### config.mk
export PLATFORM = sky130hd
export DESIGN_NAME = pm_cfg_sel
export DESIGN_NICKNAME = d
export VERILOG_FILES = /design/src/rtl/pm_cfg_pkg.sv /design/src/rtl/pm_field.sv /design/src/rtl/pm_eff_mode.sv /design/src/rtl/pm_sel_reg.sv /design/src/rtl/pm_cfg_sel.sv
export SDC_FILE = /design/constraint.sdc
export NUM_CORES = 1
export LEC_CHECK = 0
export ABC_AREA = 1
export BUFFER_PORTS_ARGS = -buffer_cell sky130_fd_sc_hd__buf_2
export CAP_MARGIN = 20
export CORE_MARGIN = 8
export CORE_UTILIZATION = 38
export CTS_BUF_LIST = sky130_fd_sc_hd__clkbuf_4
export DETAILED_ROUTE_END_ITERATION = 16
export PLACE_DENSITY_LB_ADDON = 0.2
export SLEW_MARGIN = 10
export SYNTH_ARGS = -nofsm -noshare
export SYNTH_HDL_FRONTEND = slang
export SYNTH_SLANG_ARGS = --single-unit
### constraint.sdc
create_clock -name clk -period 0.95 [get_ports clk]
set_input_delay 0.19 -clock clk [delete_from_list [all_inputs] [get_ports clk]]
set_output_delay 0.19 -clock clk [all_outputs]
set_load 0.1 [all_outputs]
### src/rtl/pm_cfg_pkg.sv
package pm_cfg_pkg;

  localparam int PM_W       = 2;
  localparam int NUM_FIELDS = 5;

  localparam int FLD_M  = 0;
  localparam int FLD_S  = 1;
  localparam int FLD_VS = 2;
  localparam int FLD_U  = 3;
  localparam int FLD_HU = 4;

  typedef enum logic [PM_W-1:0] {
    PM_OFF   = 2'b00,
    PM_RSVD  = 2'b01,
    PM_LEN7  = 2'b10,
    PM_LEN16 = 2'b11
  } pm_code_e;

  localparam logic [1:0] PRV_U = 2'b00;
  localparam logic [1:0] PRV_S = 2'b01;
  localparam logic [1:0] PRV_M = 2'b11;

  function automatic logic pm_code_legal(input logic [PM_W-1:0] code);
    return code != PM_RSVD;
  endfunction

endpackage

### src/rtl/pm_field.sv
module pm_field
  import pm_cfg_pkg::*;
#(
  parameter bit SUPPORTED = 1'b1
) (
  input  logic            clk,
  input  logic            rst,
  input  logic            we,
  input  logic [PM_W-1:0] wdata,
  input  logic            narrow,
  output logic [PM_W-1:0] rdata
);

  generate
    if (SUPPORTED) begin : g_rw
      logic [PM_W-1:0] val_q;

      // Narrowing wins over a write; illegal codes are dropped.
      always_ff @(posedge clk) begin
        if (rst) begin
          val_q <= PM_OFF;
        end else if (narrow) begin
          val_q <= PM_OFF;
        end else if (we && pm_code_legal(wdata)) begin
          val_q <= wdata;
        end
      end

      assign rdata = val_q;
    end else begin : g_ro
      logic unused_inputs;
      assign unused_inputs = ^{clk, rst, we, wdata, narrow};
      assign rdata = PM_OFF;
    end
  endgenerate

endmodule

### src/rtl/pm_eff_mode.sv
module pm_eff_mode
  import pm_cfg_pkg::*;
(
  input  logic       [1:0] priv,
  input  logic             virt,
  input  logic             mprv,
  input  logic       [1:0] mpp,
  input  logic             mpv,
  input  logic             hlsv,
  input  logic             spvp,
  output logic [NUM_FIELDS-1:0] fld_sel
);

  logic [1:0] eff_priv;
  logic       eff_virt;
  logic       from_user;

  always_comb begin
    from_user = 1'b0;
    if (hlsv) begin
      eff_priv  = spvp ? PRV_S : PRV_U;
      eff_virt  = 1'b1;
      from_user = (priv == PRV_U) && !virt;
    end else if ((priv == PRV_M) && mprv) begin
      eff_priv = mpp;
      eff_virt = mpv && (mpp != PRV_M);
    end else begin
      eff_priv = priv;
      eff_virt = virt;
    end
  end

  // One-hot field select
  always_comb begin
    fld_sel = '0;
    unique case (eff_priv)
      PRV_S:   fld_sel[eff_virt ? FLD_VS : FLD_S] = 1'b1;
      PRV_U:   fld_sel[(eff_virt && from_user) ? FLD_HU : FLD_U] = 1'b1;
      default: fld_sel[FLD_M] = 1'b1;
    endcase
  end

endmodule

### src/rtl/pm_sel_reg.sv
module pm_sel_reg
  import pm_cfg_pkg::*;
(
  input  logic                       clk,
  input  logic                       rst,
  input  logic [NUM_FIELDS-1:0]      fld_sel,
  input  logic [NUM_FIELDS*PM_W-1:0] fld_vals,
  input  logic                       acc_valid,
  output logic                       pm_valid,
  output logic [PM_W-1:0]            pm_setting
);

  logic [NUM_FIELDS*PM_W-1:0] masked;
  logic [PM_W-1:0]            chosen;

  genvar gi;
  generate
    for (gi = 0; gi < NUM_FIELDS; gi++) begin : g_and
      assign masked[gi*PM_W +: PM_W] = fld_vals[gi*PM_W +: PM_W] & {PM_W{fld_sel[gi]}};
    end
  endgenerate

  always_comb begin
    chosen = '0;
    for (int i = 0; i < NUM_FIELDS; i++) begin
      chosen = chosen | masked[i*PM_W +: PM_W];
    end
  end

  always_ff @(posedge clk) begin
    if (rst) begin
      pm_valid   <= 1'b0;
      pm_setting <= PM_OFF;
    end else begin
      pm_valid <= acc_valid;
      if (acc_valid) begin
        pm_setting <= chosen;
      end
    end
  end

endmodule

### src/rtl/pm_cfg_sel.sv
module pm_cfg_sel
  import pm_cfg_pkg::*;
#(
  parameter bit SUPPORTED = 1'b1
) (
  input  logic                       clk,
  input  logic                       rst,
  input  logic [NUM_FIELDS-1:0]      fld_we,
  input  logic [NUM_FIELDS*PM_W-1:0] fld_wdata,
  input  logic [NUM_FIELDS-1:0]      tgt_xlen32,
  input  logic [1:0]                 priv,
  input  logic                       virt,
  input  logic                       mprv,
  input  logic [1:0]                 mpp,
  input  logic                       mpv,
  input  logic                       hlsv,
  input  logic                       spvp,
  input  logic                       acc_valid,
  output logic [NUM_FIELDS*PM_W-1:0] fld_rdata,
  output logic                       pm_valid,
  output logic [PM_W-1:0]            pm_setting
);

  logic [NUM_FIELDS-1:0] fld_sel;

  genvar gf;
  generate
    for (gf = 0; gf < NUM_FIELDS; gf++) begin : g_fld
      pm_field #(.SUPPORTED(SUPPORTED)) u_fld (
        .clk    (clk),
        .rst    (rst),
        .we     (fld_we[gf]),
        .wdata  (fld_wdata[gf*PM_W +: PM_W]),
        .narrow (tgt_xlen32[gf]),
        .rdata  (fld_rdata[gf*PM_W +: PM_W])
      );
    end
  endgenerate

  pm_eff_mode u_eff (
    .priv    (priv),
    .virt    (virt),
    .mprv    (mprv),
    .mpp     (mpp),
    .mpv     (mpv),
    .hlsv    (hlsv),
    .spvp    (spvp),
    .fld_sel (fld_sel)
  );

  pm_sel_reg u_sel (
    .clk        (clk),
    .rst        (rst),
    .fld_sel    (fld_sel),
    .fld_vals   (fld_rdata),
    .acc_valid  (acc_valid),
    .pm_valid   (pm_valid),
    .pm_setting (pm_setting)
  );

endmodule

==> run metrics <==
status=finished with violations; failing checks=setup timing; NumNets Final=about 200; Tcrit/Tclk final=107.5%; H-Tree Depth=1; sequential area share after synthesis=37.82%; Seq cells post-synth=13; Via density=about 5.0; Worst Path Buf+Inv=1; CP arrival=830 ps; Num CTS Buffers=3; hold slack=141.1 ps; slowest CP cell=dfxtp_2; post-DP HPWL=2.013 mm; commonest non-fill, non-tap cell in the layout=buf_2; initial antenna violation count=0; CTS Root Cell=clkbuf_4; Max stage delay on crit path=370 ps; unique cell type count in the Yosys netlist=13; largest net degree at the start of global routing=9; WS Path Type=reg2out; Initial Utilization=about two fifths; number of global-route vias before repair=around 1000; initial drt markers=16; max frequency=around 1 GHz; Final Worst Setup Slack=-70.93 ps; Post-DRT Antenna Nets=0; Filler Cell Count=between 100 and 150; Power Dens Cells=approximately 1100 nW/um^2; Leakage=0.6767 nW; worst min-delay path class=in2reg; worst-margin pin slew=332.4 ps; GR Util All Layers=15.98%; Detailed Route WL=2.699 mm; DIE WIDTH=around 59 um; met2 Resource Use GR=29.76%; deepest clock path buffer count=2; crit path time final=1021 ps; Hold Buf Count CTS=0; num rows=15; crit end category=primary output; Setup crit start kind=flop; chip height=between 50 and 60 um; Core ar.=1708 um^2; RSZ-0062 raised after global routing=true; Final GP Congestion=0.8116; busiest grt layer=met2; area of the multi-input gates=between 300 and 400 um^2; yosys warns=0; commonest cells after routing, fill and taps aside=buf_2 (31), nor2_1 (21), inv_1 (17); cells along the critical path=buf_12; Die ar.=3429 um^2; Syn Nets=143; TritonCTS clock tree=yes; worst-path maximum fanout=2; 1st-pass router iterations=4; M3 GR Usage=a little under 8%; Req. time, crit path=760 ps; max_slew headroom=between 70% and 80%; final hold violation count=0; total power=between 1 and 1.5 mW; Area Growth Syn to Fin=94.91%; Cells after Synth=111; first-pass GRT wire length=~4.3 mm; grt met1 use=between 10% and 20%; Post-Syn Area=688.2 um^2; layout cells sized above 1=approximately half; top cell family by delay on the critical path=flip-flops; Max VDD drop=0.7364 mV; Buffers on Ports=44; grt total ovfl=0; Finish-stage setup viols=13; Max-Cap Viols=0; FF/Latch Area=around 300 um^2; Clock Latency Late Sink=about 280 ps; CTS Sinks=13; io pins=45; Post-route DRC=0; Mean Syn Cell Area=6.200 um^2; Inserted Diodes=0; Fin Clk Skew=2.555 ps; Slew Viols, Final=0; Clk pin slew, worst setup/hold paths=80 ps; drt wl/cell=13.63 um; Vias=999
cell type report:
class	count	area share, %
flip-flops and latches	13	22.67
clock inverters	1	0.3731
inverters	19	5.317
repair buffers	58	39.09
well taps	25	2.332
clock buffers	3	1.679
multi-input cells	79	28.54
metal layers:
layer,vias to the layer above,wire (um)
met2,46,1457
met1,459,956
met3,6,252
met4,0,33
li1,488,-
met5,-,0
repair_timing:
action	4_1_cts	5_1_grt
resized for setup	3	9
pin swaps	0	6
setup buffers	10	1
endpoints found under the setup margin	13	15
metrics by stage:
stage	instances	setup TNS [ps]	util [%]	worst slack [ps]	instance area (um^2)
4_1_cts	197	-846.5	76.34	-70.66	1304
3_3_place_gp	183	-243.7	69.89	-139.5	1194
2_1_floorplan	111	-108.7	-	-108.7	724.4
3_5_place_dp	183	-448.5	69.89	-247.0	1194
6_report	198	-753.2	78.53	-70.93	1341
5_1_grt	198	-1286	78.53	-119.4	1341
worst paths after layout:
check                                from                  end  slack (ps)  cells after the start
setup reg to reg  g_fld[4].u_fld.rdata[1]  u_sel.pm_setting[1]           0                      5
hold / removal                  acc_valid       u_sel.pm_valid         140                      3
hold reg to reg       u_sel.pm_setting[0]  u_sel.pm_setting[0]         560                      2
setup / recovery      u_sel.pm_setting[1]        pm_setting[1]         -70                      1
cell families after synthesis:
family                 count (synthesis)  share of synthesized area (%)
flip-flops                            13                          37.82
AO/OA/AOI/OAI                         20                          15.45
buffers and inverters                 19                          10.36
AND/OR/NAND/NOR                       59                          36.36
cells in the mapped netlist, drive strengths merged:
| cell type | n | area (um^2) |
|---|---|---|
| a21oi | 6 | 33.78 |
| dfxtp | 13 | 260.3 |
| a21boi | 1 | 7.510 |
| nor2 | 23 | 86.33 |
| nand3 | 14 | 70.07 |
| inv | 19 | 71.31 |
| nand2 | 17 | 63.81 |
| nor3 | 1 | 5.000 |
| nand4 | 4 | 25.02 |
| o21ai | 13 | 65.06 |
power breakdown:
part           total, mW  switching [mW]  leakage (nW)  internal [mW]
sequential         0.575          0.0249         0.115          0.551
combinational      0.519           0.313         0.544          0.206
clock              0.354           0.197        0.0177          0.156
total               1.45           0.535         0.677          0.913
state kept, by name (all words and copies together), names as in the netlist:
register	flops
u_sel.pm_valid	1
g_fld.u_fld.rdata	10
u_sel.pm_setting	2
(Power assumes the default switching activity.)
